$ cat src/rtl/sf_pkg.sv
package sf_pkg;
  typedef enum logic [3:0] {
    OP_NOP     = 4'd0,
    OP_ADC     = 4'd1,
    OP_SBC     = 4'd2,
    OP_CMP     = 4'd3,
    OP_LOAD    = 4'd4,
    OP_PULL    = 4'd5,
    OP_PUSH_SW = 4'd6,
    OP_PUSH_HW = 4'd7,
    OP_BEQ     = 4'd8,
    OP_BNE     = 4'd9,
    OP_BMI     = 4'd10,
    OP_BPL     = 4'd11
  } sf_op_e;

  localparam int PSW_C = 0;
  localparam int PSW_Z = 1;
  localparam int PSW_I = 2;
  localparam int PSW_D = 3;
  localparam int PSW_B = 4;
  localparam int PSW_U = 5;
  localparam int PSW_V = 6;
  localparam int PSW_N = 7;
endpackage

$ cat src/rtl/sf_alu.sv
module sf_alu #(
  parameter int W = 8
) (
  input  sf_pkg::sf_op_e op,
  input  logic [W-1:0]   a,
  input  logic [W-1:0]   m,
  input  logic           cin,
  output logic [W-1:0]   res,
  output logic           cout,
  output logic           vout
);
  import sf_pkg::*;
  localparam int MSB = W - 1;

  logic         inv;
  logic         ci;
  logic [W-1:0] mx;
  logic [W:0]   wide;

  always_comb begin
    inv  = (op == OP_SBC) || (op == OP_CMP);
    ci   = (op == OP_CMP) ? 1'b1 : cin;
    mx   = inv ? ~m : m;
    wide = {1'b0, a} + {1'b0, mx} + {{W{1'b0}}, ci};
    if ((op != OP_CMP) && ci && (&a)) begin
      // accumulator plus carry wraps to zero: operand passes through
      res  = mx;
      cout = ci;
      vout = 1'b0;
    end else begin
      res  = wide[W-1:0];
      cout = wide[W];
      vout = (a[MSB] ^ wide[MSB]) & (mx[MSB] ^ wide[MSB]);
    end
  end
endmodule

$ cat src/rtl/sf_branch.sv
module sf_branch #(
  parameter int W = 8
) (
  input  sf_pkg::sf_op_e op,
  input  logic [W-1:0]   shadow,
  output logic           taken
);
  import sf_pkg::*;
  logic is_zero;
  logic is_neg;

  always_comb begin
    is_zero = (shadow == '0);
    is_neg  = shadow[W-1];
    unique case (op)
      OP_BEQ:  taken = is_zero;
      OP_BNE:  taken = !is_zero;
      OP_BMI:  taken = is_neg;
      OP_BPL:  taken = !is_neg;
      default: taken = 1'b0;
    endcase
  end
endmodule

$ cat src/rtl/sf_pack.sv
module sf_pack #(
  parameter int W = 8
) (
  input  logic [W-1:0] shadow,
  input  logic         c,
  input  logic         i,
  input  logic         d,
  input  logic         v,
  input  logic         brk,
  output logic [7:0]   psw
);
  import sf_pkg::*;
  always_comb begin
    psw        = '0;
    psw[PSW_C] = c;
    psw[PSW_Z] = (shadow == '0);
    psw[PSW_I] = i;
    psw[PSW_D] = d;
    psw[PSW_B] = brk;
    psw[PSW_U] = 1'b1;
    psw[PSW_V] = v;
    psw[PSW_N] = shadow[W-1];
  end
endmodule

$ cat src/rtl/lazy_flag_unit.sv
module lazy_flag_unit #(
  parameter int W = 8
) (
  input  logic         clk,
  input  logic         rst,
  input  logic         req_valid,
  input  logic [3:0]   req_op,
  input  logic [W-1:0] req_a,
  input  logic [W-1:0] req_m,
  input  logic [7:0]   req_data,
  output logic         rsp_valid,
  output logic [W-1:0] rsp_result,
  output logic [7:0]   rsp_psw,
  output logic         rsp_taken
);
  import sf_pkg::*;

  localparam logic [W-1:0] SHADOW_RST = {{(W-1){1'b0}}, 1'b1};

  sf_op_e       op;
  logic         c_q, i_q, d_q, v_q;
  logic [W-1:0] q_q;
  logic         c_n, i_n, d_n, v_n;
  logic [W-1:0] q_n;
  logic [W-1:0] alu_res;
  logic         alu_c, alu_v;
  logic         br_taken;
  logic [7:0]   psw_n;
  logic [W-1:0] res_n;

  assign op = sf_op_e'(req_op);

  sf_alu #(.W(W)) u_alu (
    .op(op), .a(req_a), .m(req_m), .cin(c_q),
    .res(alu_res), .cout(alu_c), .vout(alu_v)
  );

  sf_branch #(.W(W)) u_branch (
    .op(op), .shadow(q_q), .taken(br_taken)
  );

  always_comb begin
    c_n   = c_q;
    i_n   = i_q;
    d_n   = d_q;
    v_n   = v_q;
    q_n   = q_q;
    res_n = '0;
    if (req_valid) begin
      unique case (op)
        OP_ADC, OP_SBC: begin
          c_n   = alu_c;
          v_n   = alu_v;
          q_n   = alu_res;
          res_n = alu_res;
        end
        OP_CMP: begin
          c_n   = alu_c;
          q_n   = alu_res;
          res_n = alu_res;
        end
        OP_LOAD: begin
          q_n   = req_m;
          res_n = req_m;
        end
        OP_PULL: begin
          c_n = req_data[PSW_C];
          i_n = req_data[PSW_I];
          d_n = req_data[PSW_D];
          v_n = req_data[PSW_V];
          if (req_data[PSW_Z]) q_n = '0;
          else q_n = {req_data[PSW_N], {(W-2){1'b0}}, 1'b1};
        end
        default: ;
      endcase
    end
  end

  sf_pack #(.W(W)) u_pack (
    .shadow(q_n), .c(c_n), .i(i_n), .d(d_n), .v(v_n),
    .brk(op != OP_PUSH_HW), .psw(psw_n)
  );

  always_ff @(posedge clk) begin
    if (rst) begin
      c_q        <= 1'b0;
      i_q        <= 1'b1;
      d_q        <= 1'b0;
      v_q        <= 1'b0;
      q_q        <= SHADOW_RST;
      rsp_valid  <= 1'b0;
      rsp_result <= '0;
      rsp_psw    <= '0;
      rsp_taken  <= 1'b0;
    end else begin
      c_q       <= c_n;
      i_q       <= i_n;
      d_q       <= d_n;
      v_q       <= v_n;
      q_q       <= q_n;
      rsp_valid <= req_valid;
      rsp_taken <= req_valid && br_taken;
      if (req_valid) begin
        rsp_result <= res_n;
        rsp_psw    <= psw_n;
      end
    end
  end
endmodule

$ cat config.mk
export PLATFORM = sky130hd
export DESIGN_NAME = lazy_flag_unit
export DESIGN_NICKNAME = d
export VERILOG_FILES = /design/src/rtl/sf_pkg.sv /design/src/rtl/sf_alu.sv /design/src/rtl/sf_branch.sv /design/src/rtl/sf_pack.sv /design/src/rtl/lazy_flag_unit.sv
export SDC_FILE = /design/constraint.sdc
export NUM_CORES = 1
export LEC_CHECK = 0
export CAP_MARGIN = 25
export CORE_ASPECT_RATIO = 1.75
export CORE_MARGIN = 2
export CORE_UTILIZATION = 50
export DETAILED_ROUTE_END_ITERATION = 12
export GPL_ROUTABILITY_DRIVEN = 0
export MAX_ROUTING_LAYER = met4
export PLACE_DENSITY = 0.8
export SETUP_SLACK_MARGIN = 0.5
export SYNTH_ARGS = -nofsm -noshare
export SYNTH_HDL_FRONTEND = slang
export SYNTH_SLANG_ARGS = --single-unit
$ cat constraint.sdc
create_clock -name clk -period 5.4 [get_ports clk]
set_input_delay 1.08 -clock clk [delete_from_list [all_inputs] [get_ports clk]]
set_output_delay 1.08 -clock clk [all_outputs]
set_load 0.01 [all_outputs]
==> impl_metrics.env, run 1 <==
export IMPL_status="finished, final reports clean"
export IMPL_crit_fanout=8
export IMPL_finClkSkew_ns=0.00728
export IMPL_die_area_mm2=0.00468
export IMPL_dp_hpwl_mm=4.14
export IMPL_combPwrFrac_pct=29.9
export IMPL_fin_crit_ns=4.48
export IMPL_clk_pin_slew_worst_paths_ns=0.07
export IMPL_cts_resized_gates=0
export IMPL_multi_input_area_mm2=0.00140
export IMPL_synth_fp_nets=286
export IMPL_slew_viol_final=0
export IMPL_p_per_area_mw_per_mm2=228
export IMPL_die_h_um=89.0
export IMPL_cp_slowest_stage_delay_ns=0.53
export IMPL_p_leak_uw=0.000954
export IMPL_wl_mm=5.43
export IMPL_grt_pass1_vias=1907
export IMPL_antenna_found_initial=0
export IMPL_layout_commonest_cell="clkdlybuf4s50_1"
export IMPL_antenna_cells=0
export IMPL_max_slew_margin_rel_pct=25.8
export IMPL_synth_largest_area_cell="dfxtp_1"
export IMPL_crit_required_ns=5.55
export IMPL_mappedNetlistArea_mm2=0.00206
export IMPL_min_path_type="reg -> reg"
export IMPL_synthTopCellsByArea="dfxtp_1 (29%), nor2_1 (5.6%), a211oi_1 (5.1%), xnor2_1 (4.7%), ha_1 (4.2%)"
export IMPL_clock_latency_ns=0.28
export IMPL_drive_above_1_share_pct=10.9
export IMPL_fin_cells=342
export IMPL_grt_ovfl_total=0
export IMPL_syn2layout_area_growth_pct=30.6
export IMPL_ir_worst_vdd_v=0.000164
export IMPL_slowest_stage="clkdlybuf4s50_1"
export IMPL_cts_buffer_depth=2
export IMPL_fin_util_pct=69.0
export IMPL_coreArea_mm2=0.00390
export IMPL_grt_pass1_wl_mm=8.87
export IMPL_placed_cells=334
export IMPL_setup_violations=0
export IMPL_wl_per_cell_um=15.9
export IMPL_finalCritPeriodShare_pct=82.9
export IMPL_ys_ff_latch=30
export IMPL_via_per_inst=6.08
export IMPL_io_pins=49
export IMPL_htreeDepth=2
export IMPL_critPathKind="in -> reg"
export IMPL_postSynthCellCount=246
export IMPL_layout_common_cells="clkdlybuf4s50_1 (46), nor2_1 (31), dfxtp_1 (30), nand2_1 (14), a211oi_1 (14)"
export IMPL_clkPwrFrac_pct=30.9
export IMPL_ys_seq_area_share_pct=29.1
export IMPL_p_switching_uw=186
export IMPL_synth_cell_type_count=56
export IMPL_io_buffers=46
export IMPL_drt_pass1_iter_count=4
export IMPL_synth_edff_count=0
export IMPL_cts_root_buf="clkbuf_8"
export IMPL_yosys_warnings=0
export IMPL_cp_common_cell="fa_1"
export IMPL_cts_made_buffers=5
export IMPL_vias=2079
export IMPL_max_cap_violations=0
export IMPL_grt_start_max_net_pins=40
export IMPL_ys_async_sr_fraction_pct=0
export IMPL_cp_end_kind="flop"
export IMPL_cp_arrival_ns=4.63
export IMPL_power_frac_seq_pct=39.2
export IMPL_synth_top_cell_area_share_pct=29.1
export IMPL_path_cells="clkdlybuf4s50_1 > buf_4 > and4bb_4 > or2_2 > fa_1 > fa_1 > a211oi_1 > o21ai_1 > and3_1 > or4_1 > o2111ai_1 > o32ai_2"
export IMPL_die_x_um=52.6
export IMPL_avgSynthCellArea_um2=8.39
export IMPL_hold_violations=0
export IMPL_cts_hold_buf=0
export IMPL_rsz0062_at_grt="false"
export IMPL_nets=333
export IMPL_start_util_pct=52.9
export IMPL_fin_worst_hold_slack_ns=0.462
export IMPL_post_cts_buffers=0
export IMPL_remaining_drc_errors=0
export IMPL_fill_cells=338
export IMPL_setup_tns_ns=0
export IMPL_cts_sinks=30
export IMPL_antenna_left=0
export IMPL_seqCellArea_um2=601
export IMPL_p_sw_share_pct=30.3
export IMPL_grt_util_all_layers_pct=26.0
export IMPL_synth_top_flop_cell="dfxtp_1"
export IMPL_power_internal_uw=427
export IMPL_worst_slew_pin_slew_ns=1.10
export IMPL_drt_initial_drc_count=64
export IMPL_core_rowCount=30
export IMPL_fmax_ghz=0.223
export IMPL_cp_start_kind="input pin"
export IMPL_cts_tree="done"
## sequential cells by signal (all words and copies together), names as in the netlist
signal      cells
rsp_result      8
rsp_valid       1
rsp_psw         8
d_q             1
i_q             1
c_q             1
rsp_taken       1
q_q             8
v_q             1
## worst max-delay path, delay by kind of cell
family          cells  cell delay, ns
compound gates      4            0.77
fa+ha+maj           2            0.85
buf+inv             2            0.70
simple gates        4            1.22
## through the flow
stage | instance area (µm²) | setup slack, ns | power, µW
finish | 2700 | 0.921 | 614
global route | 2700 | 0.736 | 643
CTS | 2700 | 0.914 | 615
detailed placement | 2600 | 0.626 | 427
global placement | 2600 | 0.631 | 424
floorplan | 2060 | 1.10 | 356
## final cells by class
| type | count | share of cell area (%) |
|---|---|---|
| timing repair buffer | 56 | 19.9 |
| multi-input combinational | 198 | 51.8 |
| clock inverter | 2 | 0.464 |
| sequential | 30 | 22.3 |
| clock buffer | 6 | 3.06 |
| inverter | 2 | 0.279 |
| tap | 48 | 2.23 |
## cells in the mapped netlist (4+ instances only)
cell,number
nor2_1,31
ha_1,7
buf_2,4
a22oi_1,6
nor3_1,11
nand2_1,14
a211o_1,4
a21oi_1,12
a311oi_1,5
xnor2_1,11
clkbuf_1,11
a211oi_1,14
dfxtp_1,30
and3_1,6
nand4_1,4
nand3_1,4
o21ai_0,5
nor4_1,4
## routing by layer
metal  routed length [µm]  vias to the layer above  global-route usage [%]
li1                     -                     1029                       -
met3                  222                       12                    3.01
met5                    0                        -                       -
met2                 2850                       64                    43.5
met4                  140                        0                    11.7
met1                 2220                      974                    30.8
## kinds of logic after synthesis
| group | Yosys count | synth area share, % |
|---|---|---|
| simple gates | 102 | 27.4 |
| compound gates | 69 | 25.7 |
| flops | 30 | 29.1 |
| buf+inv | 18 | 3.52 |
| xor+xnor | 13 | 5.52 |
| fa+ha+maj | 9 | 6.19 |
| mux | 5 | 2.55 |
## final timing paths
kind / cells after the start / start / slack (ns) / end
min reg2reg: 2 / d_q / 0.46 / d_q
min: 2 / d_q / 0.46 / d_q
max: 12 / req_op[3] / 0.92 / rsp_psw[1]
max reg2reg: 9 / c_q / 2.25 / rsp_psw[1]
## power groups by stage
stage,registers (µW),logic [µW],clock network [µW]
after floorplan,248,108,0
after global placement,245,179,0
after detailed placement,245,182,0
after CTS,240,183,191
after global routing,241,200,201
final,240,184,189
No activity file was read; power rests on OpenSTA's default activity.
==> inputs of run 2 (changes only) <==
--- a/config.mk
+++ b/config.mk
@@ -8,11 +8,11 @@
 export CAP_MARGIN = 25
 export CORE_ASPECT_RATIO = 1.75
 export CORE_MARGIN = 2
-export CORE_UTILIZATION = 50
+export CORE_UTILIZATION = 45
 export DETAILED_ROUTE_END_ITERATION = 12
 export GPL_ROUTABILITY_DRIVEN = 0
 export MAX_ROUTING_LAYER = met4
-export PLACE_DENSITY = 0.8
+export PLACE_DENSITY = 0.76
 export SETUP_SLACK_MARGIN = 0.5
 export SYNTH_ARGS = -nofsm -noshare
 export SYNTH_HDL_FRONTEND = slang
==> constraint.sdc (replaced) <==
create_clock -name clk -period 3.7 [get_ports clk]
set_input_delay 0.74 -clock clk [delete_from_list [all_inputs] [get_ports clk]]
set_output_delay 0.74 -clock clk [all_outputs]
set_load 0.01 [all_outputs]
==> run 2 against run 1 <==
Net effect: worst hold slack better by 0.0059 ns; final cell count grew 9.1%; critical path type unchanged; via count grew 7.9%; clock power up 46%.
==> impl_metrics.env, run 2 (synthesized netlist as in run 1, its figures left out) <==
export IMPL_critPathKind="in -> reg"
export IMPL_cts_root_buf="clkbuf_8"
export IMPL_coreArea_mm2=0.00440
export IMPL_cp_end_kind="flop"
export IMPL_wl_per_cell_um=16.2
export IMPL_antenna_cells=0
export IMPL_placed_cells=359
export IMPL_status="finished, final reports clean"
export IMPL_cp_slowest_stage_delay_ns=0.41
export IMPL_slowest_stage="fa_2"
export IMPL_crit_required_ns=3.84
export IMPL_drive_above_1_share_pct=26.7
export IMPL_remaining_drc_errors=0
export IMPL_cp_common_cell="fa_2"
export IMPL_largestRegisters="q_q x8, rsp_psw x8, rsp_result x8"
export IMPL_cp_arrival_ns=3.47
export IMPL_p_total_uw=968
export IMPL_grt_pass1_wl_mm=9.83
export IMPL_clock_latency_ns=0.28
export IMPL_layout_common_cells="clkdlybuf4s50_1 (41), buf_4 (35), nor2_1 (31), dfxtp_1 (30), nand2_1 (14)"
export IMPL_r2r_cells=9
export IMPL_core_rowCount=32
export IMPL_nets=361
export IMPL_fin_crit_ns=3.32
export IMPL_grt_ovfl_total=0
export IMPL_drt_initial_drc_count=39
export IMPL_finClkSkew_ns=0.00292
export IMPL_die_x_um=55.2
export IMPL_htreeDepth=2
export IMPL_fin_worst_hold_slack_ns=0.468
export IMPL_fmax_ghz=0.301
export IMPL_die_area_mm2=0.00516
export IMPL_max_cap_violations=0
export IMPL_antenna_left=0
export IMPL_cts_buffer_depth=2
export IMPL_antenna_found_initial=0
export IMPL_layout_commonest_cell="clkdlybuf4s50_1"
export IMPL_die_h_um=93.6
export IMPL_ir_worst_vdd_v=0.000235
export IMPL_finalCritPeriodShare_pct=89.8
export IMPL_p_per_area_mw_per_mm2=314
export IMPL_io_pins=49
export IMPL_max_slew_margin_rel_pct=64.9
export IMPL_drt_pass1_iter_count=4
export IMPL_grt_pass1_vias=2201
export IMPL_via_per_inst=6.02
export IMPL_wl_mm=6.03
export IMPL_cts_sinks=30
export IMPL_seqCellArea_um2=601
export IMPL_grt_start_max_net_pins=39
export IMPL_cp_start_kind="input pin"
export IMPL_rsz0062_at_grt="true"
export IMPL_path_cells="clkdlybuf4s15_2 > and4bb_4 > or2_4 > fa_2 > fa_2 > a211oi_4 > o21ai_2 > a31o_2 > a211o_1 > a22oi_2 > a311oi_1"
export IMPL_syn2layout_area_growth_pct=49.7
export IMPL_min_path_type="reg -> reg"
export IMPL_whs_path_depth=2
export IMPL_hold_violations=0
export IMPL_p_leak_uw=0.00115
export IMPL_dp_hpwl_mm=4.64
export IMPL_fin_cells=373
export IMPL_cts_tree="done"
export IMPL_crit_fanout=3
export IMPL_cts_hold_buf=0
export IMPL_fill_cells=359
export IMPL_start_util_pct=46.8
export IMPL_slew_viol_final=0
export IMPL_multi_input_area_mm2=0.00155
export IMPL_worst_slew_pin_slew_ns=0.522
export IMPL_grt_util_all_layers_pct=26.4
export IMPL_clk_pin_slew_worst_paths_ns=0.07
export IMPL_vias=2244
export IMPL_setup_violations=0
export IMPL_cts_made_buffers=5
export IMPL_io_buffers=46
-- run 2: cell types whose count changed in the layout (fill, tap and decap cells not counted), sizes merged --
cell / before / now
dlymetal6s2s: 0 / 1
clkdlybuf4s50: 46 / 41
buf: 10 / 41
clkdlybuf4s15: 0 / 1
-- run 2: report_power, final --
group | internal (µW) | leakage (µW) | switching, µW
registers | 341 | 0.000246 | 9.74
logic | 181 | 0.000859 | 162
clock network | 149 | 0.0000472 | 125
-- run 2: worst paths after layout --
kind,slack (ns),end,start
setup / recovery,0.38,rsp_psw[0],req_op[0]
hold / removal,0.47,q_q[1],q_q[1]
setup reg to reg,0.86,rsp_psw[0],c_q
hold reg to reg,0.47,q_q[1],q_q[1]
-- run 2: what timing repair did --
action                                  in CTS  in global routing
endpoints found under the setup margin      16                 10
gates resized for setup                     29                 12
buffers inserted                             5                  1
pin swaps                                   17                  8
-- run 2: metal layers --
layer	up-vias	global-route usage, %	share of wire (%)
met1	1069	28.0	38
met4	0	11.6	3.2
met2	73	46.8	56
met5	-	-	0
li1	1085	-	-
met3	17	2.72	3.3
-- run 2: area by class of cell --
cell class | instances | share of cell area (%)
repair buffers | 84 | 24.9
clock buffers | 6 | 2.67
multi-input cells | 198 | 50.3
well taps | 51 | 2.07
inverters | 2 | 0.243
clock inverters | 2 | 0.405
flip-flops and latches | 30 | 19.4
-- run 2: critical path, delay by kind of cell --
family          cells  cell delay [ns]
fa+ha+maj           2             0.82
simple gates        2             0.46
buf+inv             1             0.19
compound gates      6             1.25
-- run 2: stage by stage --
| step | cell area [µm²] | worst slack [ns] | util (%) | TNS, ns |
|---|---|---|---|---|
| 2_1_floorplan | 2130 | 0.0380 | - | 0 |
| 3_5_place_dp | 2820 | -0.365 | 64.1 | -2.49 |
| 5_1_grt | 3090 | 0.272 | 70.1 | 0 |
| 6_report | 3090 | 0.377 | 70.1 | 0 |
| 4_1_cts | 3020 | 0.430 | 68.5 | 0 |
| 3_3_place_gp | 2820 | -0.307 | 64.1 | -1.90 |
